File: src/rtl/spis_pkg.sv
package spis_pkg;
  localparam int CMD_BITS  = 8;
  localparam int STAT_BITS = 3;

  typedef struct packed {
    logic trdy;
    logic rrdy;
    logic roe;
  } flags_t;

  typedef enum logic { DST_RX = 1'b0, DST_STAT = 1'b1 } dst_e;
  typedef enum logic { SRC_TX = 1'b0, SRC_STAT = 1'b1 } src_e;
endpackage

File: src/rtl/spis_edge.sv
module spis_edge #(
  parameter bit CPOL = 1'b0,
  parameter bit CPHA = 1'b0
) (
  input  logic clk,
  input  logic rst_n,
  input  logic sclk,
  input  logic ss_n,
  output logic sample_ev,
  output logic drive_ev
);
  logic sclk_q;
  logic moved, lead, trail;

  // previous sample of the serial clock; idle level after reset
  always_ff @(posedge clk or negedge rst_n) begin
    if (!rst_n) sclk_q <= CPOL;
    else        sclk_q <= sclk;
  end

  assign moved = (sclk != sclk_q) && !ss_n;
  assign lead  = moved && (sclk != CPOL);
  assign trail = moved && (sclk == CPOL);

  generate
    if (CPHA == 1'b0) begin : g_ph0
      assign sample_ev = lead;
      assign drive_ev  = trail;
    end else begin : g_ph1
      assign sample_ev = trail;
      assign drive_ev  = lead;
    end
  endgenerate
endmodule

File: src/rtl/spis_shift.sv
module spis_shift
  import spis_pkg::*;
#(
  parameter int  DW   = 8,
  parameter bit  CPHA = 1'b0
) (
  input  logic          clk,
  input  logic          rst_n,
  input  logic          ss_n,
  input  logic          mosi,
  input  logic          sample_ev,
  input  logic          drive_ev,
  input  logic [DW-1:0] tx_word,
  input  flags_t        flags,
  output logic          done,
  output dst_e          dst,
  output src_e          src,
  output logic [DW-1:0] word,
  output logic          miso_bit
);
  localparam int NB  = CMD_BITS + DW;
  localparam int LAG = (CPHA == 1'b1) ? 1 : 0;
  localparam int CW  = $clog2(NB + 2);

  logic [CW-1:0] cnt;
  logic [CW-1:0] drv;
  logic [DW-2:0] sh;
  int            j;

  // sampled-bit counter; cleared while deselected (drops partial frames)
  always_ff @(posedge clk or negedge rst_n) begin
    if (!rst_n)                                  cnt <= '0;
    else if (ss_n)                               cnt <= '0;
    else if (sample_ev && cnt != CW'(NB))        cnt <= cnt + 1'b1;
  end

  // driven-bit counter
  always_ff @(posedge clk or negedge rst_n) begin
    if (!rst_n)                                  drv <= '0;
    else if (ss_n)                               drv <= '0;
    else if (drive_ev && drv != CW'(NB + LAG))   drv <= drv + 1'b1;
  end

  // command field capture: first bit is the write target, second the read source
  always_ff @(posedge clk or negedge rst_n) begin
    if (!rst_n) begin
      dst <= DST_RX;
      src <= SRC_TX;
    end else if (sample_ev) begin
      if (cnt == CW'(0)) dst <= dst_e'(mosi);
      if (cnt == CW'(1)) src <= src_e'(mosi);
    end
  end

  // incoming shift chain, keeps the newest DW-1 bits
  always_ff @(posedge clk or negedge rst_n) begin
    if (!rst_n)         sh <= '0;
    else if (sample_ev) sh <= {sh[DW-3:0], mosi};
  end

  assign word = {sh, mosi};
  assign done = sample_ev && (cnt == CW'(NB - 1));

  // outgoing bit selection
  always_comb begin
    miso_bit = 1'b0;
    j = int'(drv) - (CMD_BITS + LAG);
    if (drv >= CW'(CMD_BITS + LAG) && drv < CW'(NB + LAG)) begin
      if (src == SRC_TX) begin
        for (int b = 0; b < DW; b++)
          if (j == b) miso_bit = tx_word[DW-1-b];
      end else begin
        if (j == 0) miso_bit = flags.trdy;
        if (j == 1) miso_bit = flags.rrdy;
        if (j == 2) miso_bit = flags.roe;
      end
    end
  end

  AST_CNT_CLEAR_DESEL: assert property (@(posedge clk) disable iff (!rst_n) ss_n |=> (cnt == '0 && drv == '0));
endmodule

File: src/rtl/spis_regs.sv
module spis_regs
  import spis_pkg::*;
#(
  parameter int DW = 8
) (
  input  logic          clk,
  input  logic          rst_n,
  input  logic          busy,
  input  logic          tx_valid,
  input  logic [DW-1:0] tx_data,
  input  logic          rx_req,
  input  logic          st_load,
  input  flags_t        st_in,
  input  logic          done,
  input  dst_e          dst,
  input  src_e          src,
  input  logic [DW-1:0] word,
  output logic [DW-1:0] tx_word,
  output logic [DW-1:0] rx_out,
  output flags_t        flags
);
  logic [DW-1:0] tx_q, rx_q, rxo_q;
  flags_t        fl_q;
  logic          idle;

  assign idle = !busy;

  always_ff @(posedge clk or negedge rst_n) begin
    if (!rst_n)                tx_q <= '0;
    else if (idle && tx_valid) tx_q <= tx_data;
  end

  always_ff @(posedge clk or negedge rst_n) begin
    if (!rst_n)                    rx_q <= '0;
    else if (done && dst == DST_RX) rx_q <= word;
  end

  always_ff @(posedge clk or negedge rst_n) begin
    if (!rst_n)              rxo_q <= '0;
    else if (idle && rx_req) rxo_q <= rx_q;
  end

  // flags: user strobes while idle, frame completion while selected
  always_ff @(posedge clk or negedge rst_n) begin
    if (!rst_n) begin
      fl_q <= '0;
    end else if (idle) begin
      if (tx_valid) fl_q.trdy <= 1'b1;
      if (rx_req)   fl_q.rrdy <= 1'b0;
      if (st_load)  fl_q <= st_in;
    end else if (done) begin
      if (dst == DST_RX) begin
        fl_q.rrdy <= 1'b1;
        if (fl_q.rrdy) fl_q.roe <= 1'b1;
      end else begin
        fl_q <= flags_t'{trdy: word[DW-1], rrdy: word[DW-2], roe: word[DW-3]};
      end
      if (src == SRC_TX) fl_q.trdy <= 1'b0;
    end
  end

  assign tx_word = tx_q;
  assign rx_out  = rxo_q;
  assign flags   = fl_q;

  AST_TX_HELD_BUSY: assert property (@(posedge clk) disable iff (!rst_n) busy |=> $stable(tx_q));
  AST_TRDY_ON_LOAD: assert property (@(posedge clk) disable iff (!rst_n) (!busy && tx_valid && !st_load) |=> fl_q.trdy);
  AST_TRDY_CLR_READ: assert property (@(posedge clk) disable iff (!rst_n) (done && src == SRC_TX) |=> !fl_q.trdy);
  AST_RRDY_ON_WRITE: assert property (@(posedge clk) disable iff (!rst_n) (done && dst == DST_RX) |=> fl_q.rrdy);
  AST_ROE_ON_OVERRUN: assert property (@(posedge clk) disable iff (!rst_n) (done && dst == DST_RX && fl_q.rrdy) |=> fl_q.roe);
  AST_RRDY_CLR_REQ: assert property (@(posedge clk) disable iff (!rst_n) (!busy && rx_req && !st_load) |=> !fl_q.rrdy);
  AST_RX_HELD_IDLE: assert property (@(posedge clk) disable iff (!rst_n) !busy |=> $stable(rx_q));
endmodule

File: src/rtl/spi_cmd_slave.sv
module spi_cmd_slave
  import spis_pkg::*;
#(
  parameter bit CPOL = 1'b0,
  parameter bit CPHA = 1'b0,
  parameter int DW   = 8
) (
  input  logic          clk,
  input  logic          rst_n,
  input  logic          sclk,
  input  logic          ss_n,
  input  logic          mosi,
  output logic          miso,
  output logic          miso_oe,
  output logic          busy,
  input  logic          tx_valid,
  output logic          tx_ready,
  input  logic [DW-1:0] tx_data,
  input  logic          rx_req,
  output logic [DW-1:0] rx_data,
  input  logic          st_load,
  input  logic          st_trdy_in,
  input  logic          st_rrdy_in,
  input  logic          st_roe_in,
  output logic          trdy,
  output logic          rrdy,
  output logic          roe
);
  logic          sample_ev, drive_ev, done, miso_bit;
  dst_e          dst;
  src_e          src;
  logic [DW-1:0] word, tx_word;
  flags_t        flags, st_in;

  assign busy     = !ss_n;
  assign tx_ready = ss_n;
  assign miso_oe  = rst_n && !ss_n;
  assign miso     = miso_oe && miso_bit;
  assign st_in    = flags_t'{trdy: st_trdy_in, rrdy: st_rrdy_in, roe: st_roe_in};

  spis_edge #(.CPOL(CPOL), .CPHA(CPHA)) u_edge (
    .clk(clk), .rst_n(rst_n), .sclk(sclk), .ss_n(ss_n),
    .sample_ev(sample_ev), .drive_ev(drive_ev)
  );

  spis_shift #(.DW(DW), .CPHA(CPHA)) u_shift (
    .clk(clk), .rst_n(rst_n), .ss_n(ss_n), .mosi(mosi),
    .sample_ev(sample_ev), .drive_ev(drive_ev),
    .tx_word(tx_word), .flags(flags),
    .done(done), .dst(dst), .src(src), .word(word), .miso_bit(miso_bit)
  );

  spis_regs #(.DW(DW)) u_regs (
    .clk(clk), .rst_n(rst_n), .busy(busy),
    .tx_valid(tx_valid), .tx_data(tx_data), .rx_req(rx_req),
    .st_load(st_load), .st_in(st_in),
    .done(done), .dst(dst), .src(src), .word(word),
    .tx_word(tx_word), .rx_out(rx_data), .flags(flags)
  );

  assign trdy = flags.trdy;
  assign rrdy = flags.rrdy;
  assign roe  = flags.roe;

  AST_DONE_ONLY_SELECTED: assert property (@(posedge clk) disable iff (!rst_n) done |-> busy);
endmodule

File: config.mk
export PLATFORM = sky130hd
export DESIGN_NAME = spi_cmd_slave
export DESIGN_NICKNAME = d
export VERILOG_FILES = /design/src/rtl/spis_pkg.sv /design/src/rtl/spis_edge.sv /design/src/rtl/spis_shift.sv /design/src/rtl/spis_regs.sv /design/src/rtl/spi_cmd_slave.sv
export SDC_FILE = /design/constraint.sdc
export NUM_CORES = 1
export LEC_CHECK = 0
export ABC_AREA = 1
export BUFFER_PORTS_ARGS = -buffer_cell sky130_fd_sc_hd__buf_2
export CORE_ASPECT_RATIO = 1.75
export CORE_MARGIN = 4
export CORE_UTILIZATION = 40
export CTS_BUF_LIST = sky130_fd_sc_hd__clkbuf_8
export CTS_CLUSTER_DIAMETER = 150
export DETAILED_ROUTE_END_ITERATION = 7
export GPL_TIMING_DRIVEN = 1
export PLACE_DENSITY = 0.59
export SKIP_LAST_GASP = 1
export SLEW_MARGIN = 30
export SYNTH_ARGS = -nofsm -noshare
export SYNTH_HDL_FRONTEND = slang
export SYNTH_SLANG_ARGS = --single-unit
File: constraint.sdc
create_clock -name clk -period 2.4 [get_ports clk]
set_input_delay 0.12 -clock clk [delete_from_list [all_inputs] [get_ports clk]]
set_output_delay 0.12 -clock clk [all_outputs]
set_load 0.01 [all_outputs]
==> run metrics, run 1 <==
status finished clean; register share of total power 0.566; average cell area after synthesis 9.30 um^2; Worst-path clk slew 90 ps; top post-synthesis cells by count 47 x dfrtp_1, 38 x nand2_1, 34 x inv_1; Routed WL per cell 13.1 um; clk sinks 47; sequential area share after synthesis 0.514; kind of critical path flop to output port; clk_lat worst skew 300 ps; largest net degree at the start of global routing 48; Critical Path RT 2280 ps; Synth top area share 0.514; Layout area overhead 17.2%; Die Width 65.2 um; Unique masters post-synth 29; Post-DRT Antenna Nets 0; grt ovf 0; Syn Inst Count 246; period utilisation layout 0.910; post-synthesis cell area 0.00229 mm^2; drt pass-1 iters 4; CP Launch Type flop; clock power share 0.316; worst rel slew slack 0.609; Worst Setup End Kind output port; CTS Buf Count 5; DR vias 1750; wirelength, routed 4760 um; layout cells sized above 1 0.248; max_cap viols 0; Setup Viol. Count Final 0; TNS Setup 0 ps; # diodes 0; I/O pin count 34; Post-synth ARST share 1.00; H-tree lvl count 2; Synth Flop Type dfrtp_1; unrepaired setup endpoints after global routing no; Syn Nets 275; Min-Delay Path Class input port to flop; # Post-CTS Setup Buffers 0; PortBufs 33; first-pass GRT wire length 8080 um; root buf cell clkbuf_8; NetSw 0.000427 W; DRC 0; flops & latches, synth 47; Tot GR Track Use 0.150; die area 0.00704 mm^2; max frequency 458 MHz; Vias/cell 4.83; Pins Over Slew Limit 0; Static Leak 1.31 nW; global placer's final weighted congestion 0.814; Cell Int Power 0.00117 W; post-DP HPWL 3660 um; Comb pwr share 0.117; synth warn 0; largest cells by area after synthesis dfrtp_1 51%, mux2_2 7.9%, nand2_1 6.2%; initial core utilization 0.413; CP max FO 4; setup ws final 215 ps; Critical Path AT 2060 ps; Post-synth EDFFs 0; Layout Utilization 0.484; Place WS 493 ps; die height 108 um; Switching Share 0.268; minimum clock period 2180 ps; leading area contributor after synthesis dfrtp_1; initial antenna violation count 0; vias in the first global route 1739; FP Rows 36; initial DRC count 64; actual slew at the worst max-slew pin 587 ps; TritonCTS clock tree yes; most used standard cell by instance count after synthesis dfrtp_1; power per cell area 595 mW/mm^2; Final #Nets 314; Max clock buf depth 2; Final Hold Vio Count 0; CORE AREA 0.00554 mm^2; clock skew 4.94 ps; Max IR drop VDD 341 uV
-- per-layer routing --
layer / wire [um] / GRT usage
met5: 0 / 0
met4: 85 / 0.0623
met3: 162 / 0.0239
met2: 2590 / 0.278
met1: 1920 / 0.166
-- timing repair --
action,in CTS,in global routing
hold endpoints to repair,48,0
setup endpoints to repair,0,1
hold buffers,2,0
resized for setup,0,4
-- power by group through the flow --
stage | registers, W | logic, W | clock network [W]
after floorplan | 0.000908 | 0.000114 | 0
after global placement | 0.000920 | 0.000187 | 0
after detailed placement | 0.000921 | 0.000190 | 0
after CTS | 0.000905 | 0.000193 | 0.000520
after global routing | 0.000913 | 0.000217 | 0.000561
final | 0.000904 | 0.000187 | 0.000505
-- final cells by class --
class	instances	area (um^2)
Clock inverter	2	16.3
Tap cell	76	95.1
Fill cell	578	2860
Sequential cell	47	1180
Clock buffer	6	82.6
Inverter	36	135
Multi-Input combinational cell	158	976
Timing Repair Buffer	37	200
-- worst paths after layout --
check / from / end / slack [ps] / cells after the start
max: u_shift.drv[3] / miso / 220 / 11
min: tx_data[7] / u_regs.tx_word[7] / 50 / 2
max reg2reg: u_shift.cnt[0] / u_regs.rx_q[5] / 590 / 10
min reg2reg: u_shift.sh[3] / u_shift.sh[3] / 490 / 2
max in group asynchronous: rst_n / u_regs.rx_q[5] / 1550 / 3
min in group asynchronous: rst_n / u_regs.tx_word[5] / 440 / 3
-- registers in the layout, summed over array words and instances, names as in the netlist --
name and flops:
u_regs.tx_word 8, u_edge.sclk_q 1, u_regs.flags 3, u_regs.rx_out 8, u_shift.cnt 5, u_shift.src 1, u_shift.sh 7, u_regs.rx_q 8
u_shift.dst 1, u_shift.drv 5
-- stage by stage --
stage	hold WS, ps	cell area (um^2)	cells	power, W
final	48.0	2680	362	0.00160
after global placement	269	2540	352	0.00111
after detailed placement	269	2540	352	0.00111
after floorplan	-176	2290	246	0.00102
after global routing	41.1	2680	362	0.00169
after CTS	38.9	2660	362	0.00162
-- logic make-up after synthesis --
kind of cell | count (synthesis) | synth area share
compound gates | 46 | 0.111
fa+ha+maj | 10 | 0.0547
mux | 16 | 0.0787
buf+inv | 41 | 0.0705
flops | 47 | 0.514
simple gates | 86 | 0.171
-- critical path, stage by stage, from the launching register on --
cell     delay (ps)
dfrtp_1         390
inv_1           120
ha_4            300
nand2_1         100
nor2_2          140
nand3_1          80
nor2_1           90
a21oi_1          40
o21ai_0         140
nand4_1          90
a21oi_1         120
buf_2           140
-- cell usage in the layout (no fill, tap or decap), drive strengths merged, types with 2 or more instances in the layout --
cell type,n
buf,35
nor4,2
inv,36
o21ai,28
nor3,6
ha,10
a221oi,2
nand3,11
a21oi,11
nor2,23
mux2,16
clkbuf,6
dfrtp,47
nand4,5
nand2,38
dlygate4sd3,2
Note: power is estimated with default switching activity, not from simulation.
==> run 2: changes to the inputs <==
==> constraint.sdc (replaced) <==
create_clock -name clk -period 2.4 [get_ports clk]
set_input_delay 0 -clock clk [delete_from_list [all_inputs] [get_ports clk]]
set_output_delay 0 -clock clk [all_outputs]
set_load 0.005 [all_outputs]
==> run 2 against run 1 <==
Compared with the run above:
- register-to-register slack lost 60 ps
- sequential power is essentially flat
- clock power shrank 8.9%
- worst setup slack gained 69 ps
- design area grew 1.5%
- global-route usage shrank 0.061 points
- hold slack lost 43 ps
- first-iteration DRC count grew 33%
- cell count grew 1.9%
- fmax grew 3.2%
- largest power group unchanged
- critical endpoint unchanged
==> run metrics, run 2 (synthesis results as in run 1) <==
CP max stage delay 400 ps (about the same); first-pass GRT wire length 8030 um (-0.59%); clk sinks 47 (unchanged); Min-Delay Path Class input port to flop; status finished clean; Static Leak 1.33 nW (+2.2%); Max IR drop VDD 313 uV (-8.2%); initial DRC count 85 (+33%); Critical Path RT 2400 ps (+120 ps); commonest cells after routing, fill and taps aside 47 x dfrtp_1, 38 x nand2_1, 34 x inv_1, 33 x buf_2, 26 x o21ai_0; period utilisation layout 0.882 (-0.0286); largest net degree at the start of global routing 48 (unchanged); H-tree lvl count 2 (unchanged); TNS Setup 0 ps (unchanged); initial antenna violation count 0 (unchanged); Critical Path AT 2120 ps (+60 ps); commonest non-fill, non-tap cell in the layout dfrtp_1; Hold Path Depth 3 (+1); clock skew 3.59 ps (-1.35 ps); Setup Viol. Count Final 0 (unchanged); Place WS 535 ps (+42.5 ps); placed standard-cell area 0.00253 mm^2 (-0.30%); die area 0.00704 mm^2 (unchanged); CP cell instances inv_1 > ha_1 > nand2_1 > nor2_1 > nand3_1 > nor2_1 > a21oi_1 > o21ai_0 > nand4_1 > a21oi_1 > buf_2; PortBufs 33 (unchanged); root buf cell clkbuf_8; I/O pin count 34 (unchanged); WL met3 183 um (+13%); DR vias 1789 (+2.2%); grt ovf 0 (unchanged); WL met1 1890 um (-1.7%); DP Cell Count 351 (-0.28%); Final #Nets 322 (+2.5%); slowest CP cell dfrtp_1; die height 108 um (unchanged); FP Rows 36 (unchanged); Fillers 561 (-2.9%); TritonCTS clock tree yes; Worst-path clk slew 80 ps (about the same); global placer's final weighted congestion 0.790 (-2.9%); Layout area overhead 19.0%; layout cells sized above 1 0.222 (-0.0264); CTS Buf Count 5 (unchanged); CP Launch Type flop; R2R cell count 8 (-2); Die Width 65.2 um (unchanged); post-DP HPWL 3580 um (-2.2%); actual slew at the worst max-slew pin 595 ps (+8.55 ps); Pins Over Slew Limit 0 (unchanged); unrepaired setup endpoints after global routing no; minimum clock period 2120 ps (-68.7 ps); CP max FO 4 (unchanged); power per cell area 571 mW/mm^2 (-4.0%); wirelength, routed 4780 um (+0.50%); Worst Setup End Kind output port; fin area 0.00272 mm^2 (+1.5%); Max clock buf depth 2 (unchanged); Post-DRT Antenna Nets 0 (unchanged); Final Hold Vio Count 0 (unchanged); highest metal used met4; initial core utilization 0.413 (unchanged); drt pass-1 iters 4 (unchanged); max frequency 473 MHz (+3.2%); WL met2 2530 um (-2.2%); # Post-CTS Setup Buffers 0 (unchanged); max_cap viols 0 (unchanged); clk_lat worst skew 300 ps (about the same); Vias/cell 4.85 (+0.29%); Routed WL per cell 13.0 um (-1.4%); DRC 0 (unchanged); # diodes 0 (unchanged); kind of critical path flop to output port; worst rel slew slack 0.603 (-0.00570); setup ws final 284 ps (+68.7 ps); vias in the first global route 1768 (+1.7%); CORE AREA 0.00554 mm^2 (unchanged); Tot GR Track Use 0.150 (-0.000614); Layout Cells excl Fill 369 (+1.9%)
run 2: layer usage:
metal,up-vias,track usage
li1,908,-
met1,832,0.158
met2,37,0.271
met3,12,0.0301
met4,0,0.0816
met5,-,0
run 2: power by group:
part	switching (W)	internal (W)	total (W)
clock	0.000261	0.000199	0.000460
sequential	0.0000478	0.000856	0.000904
combinational	0.000105	0.0000864	0.000192
run 2: repair_timing:
| item | CTS | global route |
|---|---|---|
| hold endpoints to repair | 57 | 0 |
| hold buffers | 11 | 0 |
| resized for setup | 0 | 0 |
run 2: path summary, 6_finish.rpt:
path,start,to,slack [ps]
worst max-delay path,u_shift.drv[3],miso,280
worst min-delay path,st_trdy_in,u_regs.flags[2],5
worst max register to register,u_shift.cnt[0],u_regs.rx_q[7],530
worst min register to register,u_shift.sh[3],u_shift.sh[3],490
max in group asynchronous,rst_n,u_regs.tx_word[1],1660
min in group asynchronous,rst_n,u_shift.drv[1],330
run 2: cell type report:
| cell class | instances | area, um^2 | share of cell area |
|---|---|---|---|
| flip-flops and latches | 47 | 1180 | 0.432 |
| multi-input cells | 158 | 951 | 0.349 |
| repair buffers | 45 | 283 | 0.104 |
| inverters | 36 | 135 | 0.0496 |
| well taps | 76 | 95.1 | 0.0349 |
| clock buffers | 5 | 68.8 | 0.0253 |
| clock inverters | 2 | 13.8 | 0.00506 |
run 2: through the flow:
stage	hold slack, ps	total power, W	utilization
finish	4.62	0.00156	0.491
global route	27.9	0.00164	0.491
CTS	0.515	0.00159	0.491
detailed placement	151	0.00110	0.457
global placement	158	0.00110	0.457
floorplan	-296	0.00102	-
run 2: critical path, delay by kind of cell, from the launching register on:
family,cells,cell delay (ps)
AOI/OAI and AO/OA,3,300
adders and majority gates,1,330
buffers and inverters,2,240
DFF,1,400
and+or+nand+nor,5,550
